<file path="config.mk">
export PLATFORM = sky130hd
export DESIGN_NAME = codec_wr_engine
export DESIGN_NICKNAME = d
export VERILOG_FILES = /design/src/rtl/codec_wr_pkg.sv /design/src/rtl/cwe_prescaler.sv /design/src/rtl/cwe_sequencer.sv /design/src/rtl/cwe_shadow.sv /design/src/rtl/codec_wr_engine.sv
export SDC_FILE = /design/constraint.sdc
export NUM_CORES = 1
export LEC_CHECK = 0
export BUFFER_PORTS_ARGS = -buffer_cell sky130_fd_sc_hd__buf_4
export CAP_MARGIN = 20
export CORE_MARGIN = 4
export CORE_UTILIZATION = 59
export DETAILED_ROUTE_END_ITERATION = 10
export GPL_ROUTABILITY_DRIVEN = 0
export MAX_ROUTING_LAYER = met4
export PLACE_DENSITY_LB_ADDON = 0.05
export REMOVE_ABC_BUFFERS = 1
export SLEW_MARGIN = 20
export SYNTH_ARGS = -nofsm -noshare
export SYNTH_HDL_FRONTEND = slang
export SYNTH_HIERARCHICAL = 1
export SYNTH_SLANG_ARGS = --single-unit
</file>
<file path="constraint.sdc">
create_clock -name clk -period 8.4 [get_ports clk]
set_input_delay 0.42 -clock clk [delete_from_list [all_inputs] [get_ports clk]]
set_output_delay 0.42 -clock clk [all_outputs]
set_load 0.005 [all_outputs]
</file>
<file path="src/rtl/codec_wr_pkg.sv">
package codec_wr_pkg;
  typedef enum logic [2:0] {
    PH_IDLE   = 3'd0,
    PH_SETUP  = 3'd1,
    PH_CLK_LO = 3'd2,
    PH_DAT    = 3'd3,
    PH_CLK_HI = 3'd4,
    PH_END    = 3'd5,
    PH_TAIL   = 3'd6
  } phase_e;
endpackage

</file>
<file path="src/rtl/cwe_prescaler.sv">
module cwe_prescaler #(
  parameter int UNIT = 200
) (
  input  logic clk,
  input  logic rst_n,
  input  logic en,
  output logic tick
);
  localparam int CW = (UNIT > 1) ? $clog2(UNIT) : 1;
  localparam logic [CW-1:0] LAST = CW'(UNIT - 1);

  logic [CW-1:0] cnt_q, cnt_d;

  assign tick = en && (cnt_q == LAST);

  always_comb begin
    cnt_d = cnt_q;
    if (!en || tick) cnt_d = '0;
    else             cnt_d = cnt_q + 1'b1;
  end

  always_ff @(posedge clk or negedge rst_n) begin
    if (!rst_n) cnt_q <= '0;
    else        cnt_q <= cnt_d;
  end
endmodule

</file>
<file path="src/rtl/cwe_sequencer.sv">
module cwe_sequencer
  import codec_wr_pkg::*;
#(
  parameter int FRAME_W = 16
) (
  input  logic               clk,
  input  logic               rst_n,
  input  logic               start,
  input  logic [FRAME_W-1:0] frame_i,
  input  logic               tick,
  output logic               busy,
  output logic               cs_n,
  output logic               sclk,
  output logic               sdat,
  output logic               wr
);
  localparam int BIT_W = $clog2(FRAME_W);
  localparam logic [BIT_W-1:0] LAST_BIT = BIT_W'(FRAME_W - 1);

  phase_e             state_q, state_d;
  logic [BIT_W-1:0]   bit_q, bit_d;
  logic [FRAME_W-1:0] sreg_q, sreg_d;
  logic               dat_q, dat_d;

  always_comb begin
    state_d = state_q;
    bit_d   = bit_q;
    sreg_d  = sreg_q;
    dat_d   = dat_q;
    case (state_q)
      PH_IDLE: begin
        if (start) begin
          sreg_d  = frame_i;
          bit_d   = '0;
          state_d = PH_SETUP;
        end
      end
      PH_SETUP:  if (tick) state_d = PH_CLK_LO;
      PH_CLK_LO: if (tick) begin
        dat_d   = sreg_q[FRAME_W-1];
        state_d = PH_DAT;
      end
      PH_DAT:    if (tick) state_d = PH_CLK_HI;
      PH_CLK_HI: if (tick) begin
        if (bit_q == LAST_BIT) begin
          state_d = PH_END;
        end else begin
          bit_d   = bit_q + 1'b1;
          sreg_d  = {sreg_q[FRAME_W-2:0], 1'b0};
          state_d = PH_CLK_LO;
        end
      end
      PH_END:    if (tick) state_d = PH_TAIL;
      PH_TAIL:   if (tick) begin
        dat_d   = 1'b0;
        state_d = PH_IDLE;
      end
      default:   state_d = PH_IDLE;
    endcase
  end

  always_ff @(posedge clk or negedge rst_n) begin
    if (!rst_n) begin
      state_q <= PH_IDLE;
      bit_q   <= '0;
      sreg_q  <= '0;
      dat_q   <= 1'b0;
    end else begin
      state_q <= state_d;
      bit_q   <= bit_d;
      sreg_q  <= sreg_d;
      dat_q   <= dat_d;
    end
  end

  assign busy = (state_q != PH_IDLE);
  assign wr   = busy;
  assign cs_n = (state_q == PH_IDLE) || (state_q == PH_END) || (state_q == PH_TAIL);
  assign sclk = !((state_q == PH_CLK_LO) || (state_q == PH_DAT) || (state_q == PH_END));
  assign sdat = dat_q;
endmodule

</file>
<file path="src/rtl/cwe_shadow.sv">
module cwe_shadow #(
  parameter int DEPTH  = 32,
  parameter int DW     = 9,
  parameter int ADDR_W = 7
) (
  input  logic                     clk,
  input  logic                     rst_n,
  input  logic                     wr_en,
  input  logic [ADDR_W-1:0]        wr_addr,
  input  logic [DW-1:0]            wr_data,
  input  logic [$clog2(DEPTH)-1:0] rd_addr,
  output logic [DW-1:0]            rd_data
);
  localparam int IDX_W = $clog2(DEPTH);
  localparam logic [ADDR_W:0] LIMIT = (ADDR_W + 1)'(DEPTH);

  logic [DW-1:0] mem_q [DEPTH];
  logic          in_range;

  assign in_range = ({1'b0, wr_addr} < LIMIT);

  for (genvar g = 0; g < DEPTH; g++) begin : g_entry
    logic hit;
    assign hit = wr_en && in_range && (wr_addr[IDX_W-1:0] == IDX_W'(g));
    always_ff @(posedge clk or negedge rst_n) begin
      if (!rst_n)   mem_q[g] <= '0;
      else if (hit) mem_q[g] <= wr_data;
    end
  end

  assign rd_data = mem_q[rd_addr];
endmodule

</file>
<file path="src/rtl/codec_wr_engine.sv">
module codec_wr_engine #(
  parameter int ADDR_W = 7,
  parameter int VAL_W  = 9,
  parameter int IN_W   = 16,
  parameter int DEPTH  = 32,
  parameter int UNIT   = 200
) (
  input  logic                     clk,
  input  logic                     rst_n,
  input  logic                     req_valid,
  output logic                     req_ready,
  input  logic [ADDR_W-1:0]        req_addr,
  input  logic [IN_W-1:0]          req_value,
  input  logic                     req_nocache,
  input  logic [$clog2(DEPTH)-1:0] rd_addr,
  output logic [VAL_W-1:0]         rd_data,
  output logic                     ser_cs_n,
  output logic                     ser_clk,
  output logic                     ser_dat,
  output logic                     ser_wr
);
  localparam int FRAME_W = ADDR_W + VAL_W;

  logic busy, tick, start;
  logic [FRAME_W-1:0] frame;
  logic unused_hi;

  assign start     = req_valid && !busy;
  assign req_ready = !busy;
  assign frame     = {req_addr, req_value[VAL_W-1:0]};
  assign unused_hi = ^req_value[IN_W-1:VAL_W];

  cwe_prescaler #(.UNIT(UNIT)) i_presc (
    .clk(clk), .rst_n(rst_n), .en(busy), .tick(tick)
  );

  cwe_sequencer #(.FRAME_W(FRAME_W)) i_seq (
    .clk(clk), .rst_n(rst_n), .start(start), .frame_i(frame), .tick(tick),
    .busy(busy), .cs_n(ser_cs_n), .sclk(ser_clk), .sdat(ser_dat), .wr(ser_wr)
  );

  cwe_shadow #(.DEPTH(DEPTH), .DW(VAL_W), .ADDR_W(ADDR_W)) i_shadow (
    .clk(clk), .rst_n(rst_n), .wr_en(start && !req_nocache),
    .wr_addr(req_addr), .wr_data(req_value[VAL_W-1:0]),
    .rd_addr(rd_addr), .rd_data(rd_data)
  );
endmodule

</file>
==> results.txt, run 1 <==
- The flow ran to the end, and the final reports show no timing, DRC or antenna violations.
- Class of the tightest hold or removal check: primary input to register
- In the final layout, the share of cells above drive strength 1 is a little over half.
* Number of antenna violations at the first check in global routing: 0
- Final antenna-violating net count: 0
* Overall track demand over capacity in global routing: 24.6%
- Fmax achieved: between 0.2 and 0.3 GHz
* Initial Utilization: around 60%
- The slowest stage of the critical path belongs to the cell buf_4.
- Worst Setup End Kind: output pin
* Half-perimeter wire length of the detailed placement result: 20.5 mm
* Via count: roughly 8300
- Among cell families on the critical path, the largest total delay comes from multiplexers.
- Number of max-capacitance violations reported: 0
* Post-cts resize count: 0
- Entering global routing, the biggest net connects roughly 190 pins.
- Summing the sequential cell areas from Yosys gives about 53% of the chip area.
- Along the worst path, the maximum fanout reaches 41.
* Synthesized flop and latch total: between 300 and 400
- Number of standard-cell rows in the floorplan: 58
* Largest vdd supply drop: roughly 0.15 mV
- The root buffer cell chosen for the clock tree is clkbuf_16.
- The total area inside the core boundary comes to between 20000 and 30000 um2.
- Library cells used by synthesis: 53
- Routed wire length: roughly 32 mm
- Area added between synthesis and finish: 10.0%
* Max-slew violation count: 0
- The H-tree was split into 2 levels.
* Relative max-transition margin: 31.0%
- Cell count after synthesis: 948
* Remaining DRCs: 0
- Synth Cell Area: ~15000 um2
- Setup repair after global routing left no endpoint under its margin.
* Clock-pin transition on the worst setup and hold timing paths: roughly 0.05 ns
* Number of I/O pins: 46
- Fin Clk Skew: roughly 0.0099 ns
* Die footprint: 28200 um2
- Summed over all failing endpoints, the final setup total negative slack is 0 ns.
- The worst setup path is launched from a primary input.
* Routed WL per cell: between 20 and 25 um
* Slew at the pin closest to its max-slew limit: slightly above 1 ns
- In this run the tool buffered the top-level ports with 38 buffer cells.
* Congestion Overflow GR: 0
- The repair_antennas step left the layout with diodes totalling 0.
* Final-report hold violation count: 0
- Final hold analysis gives a worst-case slack of approximately 0.27 ns.
- Filler cells: between 1500 and 2000
- In this design, the stage delay of the slowest critical-path cell is slightly below 0.8 ns.
- The Yosys step of the flow raised 6 warnings.
* Final Net Count: ~990
* Crit path setup slack, layout: roughly 4.6 ns
- For this design the static power due to leakage is 7.97 nW.
- At the worst endpoint, the arrival time is about 3.4 ns.
- Sequential cell area: between 8000 and 9000 um2
- Number of sinks handled by clock tree synthesis: between 300 and 400
- Most common cell after layout, fill and taps aside: dfrtp_1
* Die width: around 170 um
- Final critical path time including I/O delays and setup: around 3.8 ns
* Final setup violation count: 0
* TritonCTS buffer count: 35
* Pre-Repair DR Iteration Count: 4
* Main flop type after synthesis: dfrtp_1
- CP most frequent cell: buf_4
- Per-cell via count in the routed design: between 6 and 7
- PD cells: ~200 nW/um2
- Leaving out fill and tap cells, the most frequent cells in the layout are dfrtp_1 (320), mux2_2 (299), mux4_2 (90).
- CTS tree: built
* CP Cell Sequence: buf_4, buf_4, mux4_2, mux4_2, mux2_2, buf_4
- DRC marker count from the first detailed-route iteration: ~580
- Kind of critical path: primary input to output pin
* Count of buffering cells on the critical path with inverters included: 3
- Prior to clock tree synthesis, the placed netlist has a worst setup slack of roughly 4.5 ns.
* Post-synth EDFFs: 0
- In the final layout, the multi-input gates occupy between 6000 and 7000 um2.
- First-pass GRT wire length: about 52 mm
- Worst EP required: 7.98 ns
- Of all flip-flops after synthesis, the portion carrying an async set or reset was 100%.
* Number of buffers between clock root and the deepest sink: 3
- Sum of internal, switching and leakage power: roughly 3.3 mW
- Mean instance size in the synthesized netlist: 15.9 um2
- Measured along the y axis, the die boundary spans roughly 170 um.
- The via count of the first global-routing pass came to between 9000 and 10000.
- Clock latency on the worst-skew pair, taken at its later pin, is roughly 0.50 ns.
- The worst path uses 45.8% of the clock period.
tightest hold or removal path, stage by stage:
cell and delay [ns]:
buf_4 0.11, o22ai_1 0.06, mux2i_1 0.12
what timing repair did:
| action | 4_1_cts | 5_1_grt |
|---|---|---|
| endpoints found under the hold margin | 0 | 34 |
| setup buffers | 0 | 0 |
| hold buffers | 0 | 1 |
power by group:
group | total [mW] | internal (mW) | switching, mW
registers | 1.64 | 1.60 | 0.0422
logic | 0.234 | 0.0928 | 0.142
clock network | 1.43 | 0.858 | 0.573
stage by stage:
step / util [%] / cells / cell area (um2)
floorplan: - / 878 / 14800
global placement: 61.6 / 1250 / 15500
detailed placement: 61.6 / 1250 / 15500
CTS: 65.9 / 1305 / 16600
global route: 66.0 / 1307 / 16600
finish: 66.0 / 1307 / 16600
synthesized netlist by cell type (9+ instances only):
cell	n	area share, %
nor3_4	20	2.2
mux2_2	299	22
mux4_2	90	13
inv_1	17	0.42
o22ai_1	13	0.54
mux2i_1	10	0.66
buf_4	10	0.50
mux2_1	9	0.67
dfrtp_1	320	53
nand2_1	9	0.22
nand3_1	9	0.30
clkbuf_1	43	1.1
path summary, 6_finish.rpt:
path,start,endpoint,slack [ns],cells past startpoint
min,req_addr[6],i_seq/sreg_q[15]$_DFFE_PN0P_,0.27,3
max,rd_addr[1],rd_data[6],4.56,6
max in group asynchronous,rst_n,i_shadow/mem_q[92]$_DFFE_PN0P_,6.72,3
min reg2reg,i_seq/sreg_q[0]$_DFFE_PN0P_,i_seq/sreg_q[0]$_DFFE_PN0P_,0.49,1
max reg2reg,i_seq/state_q[0]$_DFFE_PN0P_,i_shadow/mem_q[121]$_DFFE_PN0P_,4.63,5
min in group asynchronous,rst_n,i_presc/cnt_q[6]$_DFF_PN0_,0.38,2
area by class of cell:
class | count | area share (%)
Clock buffer | 52 | 6.33
Clock inverter | 3 | 0.105
Inverter | 17 | 0.384
Multi-Input combinational cell | 541 | 40.3
Sequential cell | 320 | 48.2
Tap cell | 330 | 2.48
Timing Repair Buffer | 44 | 2.24
routing by layer:
layer  GRT usage (%)  up-vias  share of wire [%]
li1                -     3583                  -
met1            35.4     4505                 46
met2            36.8      161                 47
met3            4.67       43                5.0
met4            6.60        0                2.3
met5               -        -                  0
cell families after synthesis:
logic type               count (synthesis)  synth area share, %
adder cells (fa/ha/maj)                  2                0.166
buffers and inverters                   87                 2.67
AND/OR/NAND/NOR                         86                 5.05
XOR/XNOR                                 5                0.290
multiplexers                           408                 37.0
AO/OA/AOI/OAI                           40                 1.76
flip-flops                             320                 53.0
sequential cells by signal (all words and copies together), names as in the netlist:
signal          flops
i_shadow/mem_q    288
i_seq/sreg_q       16
i_presc/cnt_q       8
i_seq/bit_q         4
i_seq/state_q       3
i_seq/sdat          1
Note: power is estimated with default switching activity, not from simulation.
==> inputs of run 2 (changes only) <==
==> constraint.sdc (replaced) <==
create_clock -name clk -period 3.65 [get_ports clk]
set_input_delay 0.1825 -clock clk [delete_from_list [all_inputs] [get_ports clk]]
set_output_delay 0.1825 -clock clk [all_outputs]
set_load 0.005 [all_outputs]
==> run 2 against run 1 <==
Against the previous run: count of clock-buffer cells in the layout increased by 2; clock power increased to 2.6 times the previous value; final area increased by 2.2%; register-to-register slack got worse by 4.1 ns; largest cell class unchanged; power increased by 140%; via count increased by 2.5%.
==> results.txt, run 2 (synthesis gave the netlist of run 1 again) <==
* Per-cell via count in the routed design: ~6.4
- Of the cells placed in the final design, the portion with a size suffix greater than 1 is 53.6%.
- Number of sinks handled by clock tree synthesis: 320
* DRC marker count from the first detailed-route iteration: 706
- Buffer cell driving the clock tree root: clkbuf_16
- Max-slew violation count: 0
- Die width: 168 um
* Status: complete, no violations
- Pin count of the biggest net entering global routing: between 100 and 150
* Commonest non-fill, non-tap cells in the layout: dfrtp_1 (320), mux2_2 (299), mux4_2 (90)
- Met2 track demand over resource: approximately two fifths
- Flip-flop count of the largest register after layout: around 290
- Final critical path time including I/O delays and setup: slightly above 3 ns
* Crit path max fanout: 17
* Pre-Repair DR Iteration Count: 5
- Slew at the pin closest to its max-slew limit: about 1.1 ns
- Most common cell after layout, fill and taps aside: dfrtp_1
* Overall track demand over capacity in global routing: between 20% and 30%
- In the final layout, flip-flops and latches occupy ~8000 um2.
- Number of buffers added on ports: 38
- In this run the standard cell core region covers roughly 25000 um2.
* Worst Setup End Kind: register
- For the worst setup path, the data arrival time is ~3.5 ns.
- Across the VDD grid, the largest voltage drop is between 0.3 and 0.4 mV.
* Sum of internal, switching and leakage power: 8.09 mW
- Kind of launch point of the worst setup path: register
- For this run, global-route usage on met3 was measured as under 10%.
- In this run the register-to-register setup slack is between 0.5 and 0.6 ns.
* Final worst path period share: 85.4%
- Number of buffers between clock root and the deepest sink: 3
- The path class of the tightest hold or removal check is primary input to register.
- Timing would allow up to around 0.32 GHz.
- The number of antenna diodes in the final layout is 0.
- Leaving out filler cells and counting taps, the final layout contains ~1300.
- From synthesis to final layout, the design area changed by 12.4%.
- Initial Utilization: about three fifths
- Routed WL per cell: around 25 um
- Most Used Layer, Global Route: met2
* Reg with most FFs: i_shadow/mem_q
* Die footprint: between 20000 and 30000 um2
- In the final layout, the registers with the most flip-flops are i_shadow/mem_q (288), i_seq/sreg_q (16), i_presc/cnt_q (8).
- Setup repair after global routing left no endpoint under its margin.
- Number of standard-cell rows in the floorplan: 58
* Relative max-transition margin: roughly 30%
- Kind of critical path: register to register
- Setup violations remaining at the end of the flow were counted as 0.
- For the worst setup path, the data required time is 4.03 ns.
- Static power due to leakage: 8.17 nW
- Chip height: 168 um
- Filler cells: between 1500 and 2000
* Vias in the first global route: about 9200
- The number of placed instances, taps included, is 1267.
- Number of max-capacitance violations reported: 0
- Half-perimeter wire length of the detailed placement result: between 20 and 25 mm
- Clock tree synthesis inserted a total of 36 buffers.
* Congestion Overflow GR: 0
- Final Net Count: about 1000
- Summing all multi-input logic gate instances after layout gives about 6700 um2.
* Fin Clk Skew: 0.0155 ns
* Via count: 8499
- Setup TNS: 0 ns
* H-tree lvl count: 2
* First-pass GRT wire length: around 54 mm
- Clock latency at the later pin of the worst-skew pair: 0.52 ns
* Hold buffers post-CTS: 1
- Remaining DRCs: 0
- Met1 Track Usage GR: a little under two fifths
* Number of antenna violations at the first check in global routing: 0
- Clock-pin slew was measured on the worst setup and hold paths at 0.06 ns.
- Post-cts resize count: 0
- After clock tree synthesis, the setup repair step added 0 buffers.
- Number of I/O pins: 46
- In this run the remaining antenna-violating nets after routing total 0.
- Routed wire length: ~34 mm
- CTS tree: built
- The hold violation total from the final report was 0.
- Hold timing on the final database bottoms out at a slack of 0.0383 ns.
- For this design the ratio of total power to cell area is 477 nW/um2.
-- run 2: cell types whose count changed in the layout (fill, tap and decap cells not counted), sizes merged --
cell / change
buf: +17
bufinv: +4
inv: +3
clkbuf: +2
clkinv: +1
clkinvlp: -1
-- run 2: power by group --
| group | switching [mW] | internal [mW] |
|---|---|---|
| Sequential | 0.100 | 3.69 |
| Clock | 1.39 | 2.35 |
| Combinational | 0.334 | 0.226 |
| Total | 1.83 | 6.27 |
-- run 2: through the flow --
step / worst slack [ns] / cell area (um2) / util (%)
2_1_floorplan: 0.715 / 14800 / -
3_3_place_gp: 0.619 / 15700 / 62.3
3_5_place_dp: 0.585 / 15700 / 62.3
4_1_cts: 0.549 / 17000 / 67.3
5_1_grt: 0.375 / 17000 / 67.4
6_report: 0.533 / 17000 / 67.4
-- run 2: critical path: stages, from the launching register on --
cell and delay, ns:
dfrtp_1 0.58, or3_1 0.47, nor3b_2 0.38, nand3_2 0.47, nor3_4 0.67, mux2_2 0.41
-- run 2: path summary, 6_finish.rpt --
path                                              start                             end  cells past startpoint
hold / removal                              req_addr[6]    i_seq/sreg_q[15]$_DFFE_PN0P_                      3
min in group asynchronous                         rst_n      i_presc/cnt_q[7]$_DFF_PN0_                      2
hold reg to reg            i_seq/sreg_q[13]$_DFFE_PN0P_    i_seq/sreg_q[13]$_DFFE_PN0P_                      1
setup / recovery           i_seq/state_q[0]$_DFFE_PN0P_  i_shadow/mem_q[62]$_DFFE_PN0P_                      5
setup reg to reg           i_seq/state_q[0]$_DFFE_PN0P_  i_shadow/mem_q[62]$_DFFE_PN0P_                      5
max in group asynchronous                         rst_n  i_shadow/mem_q[62]$_DFFE_PN0P_                      4
-- run 2: layout make-up --
| cell class | count | share of cell area (%) |
|---|---|---|
| clock buffer | 54 | 6.42 |
| multi-input combinational | 541 | 39.4 |
| timing repair buffer | 61 | 3.24 |
| clock inverter | 10 | 0.965 |
| inverter | 17 | 0.376 |
| sequential | 320 | 47.2 |
| tap | 330 | 2.43 |
-- run 2: per-layer routing --
metal	vias up	wire length, um
met1	4610	15400
met2	203	16200
met3	51	1430
li1	3635	-
met4	0	605
met5	-	0
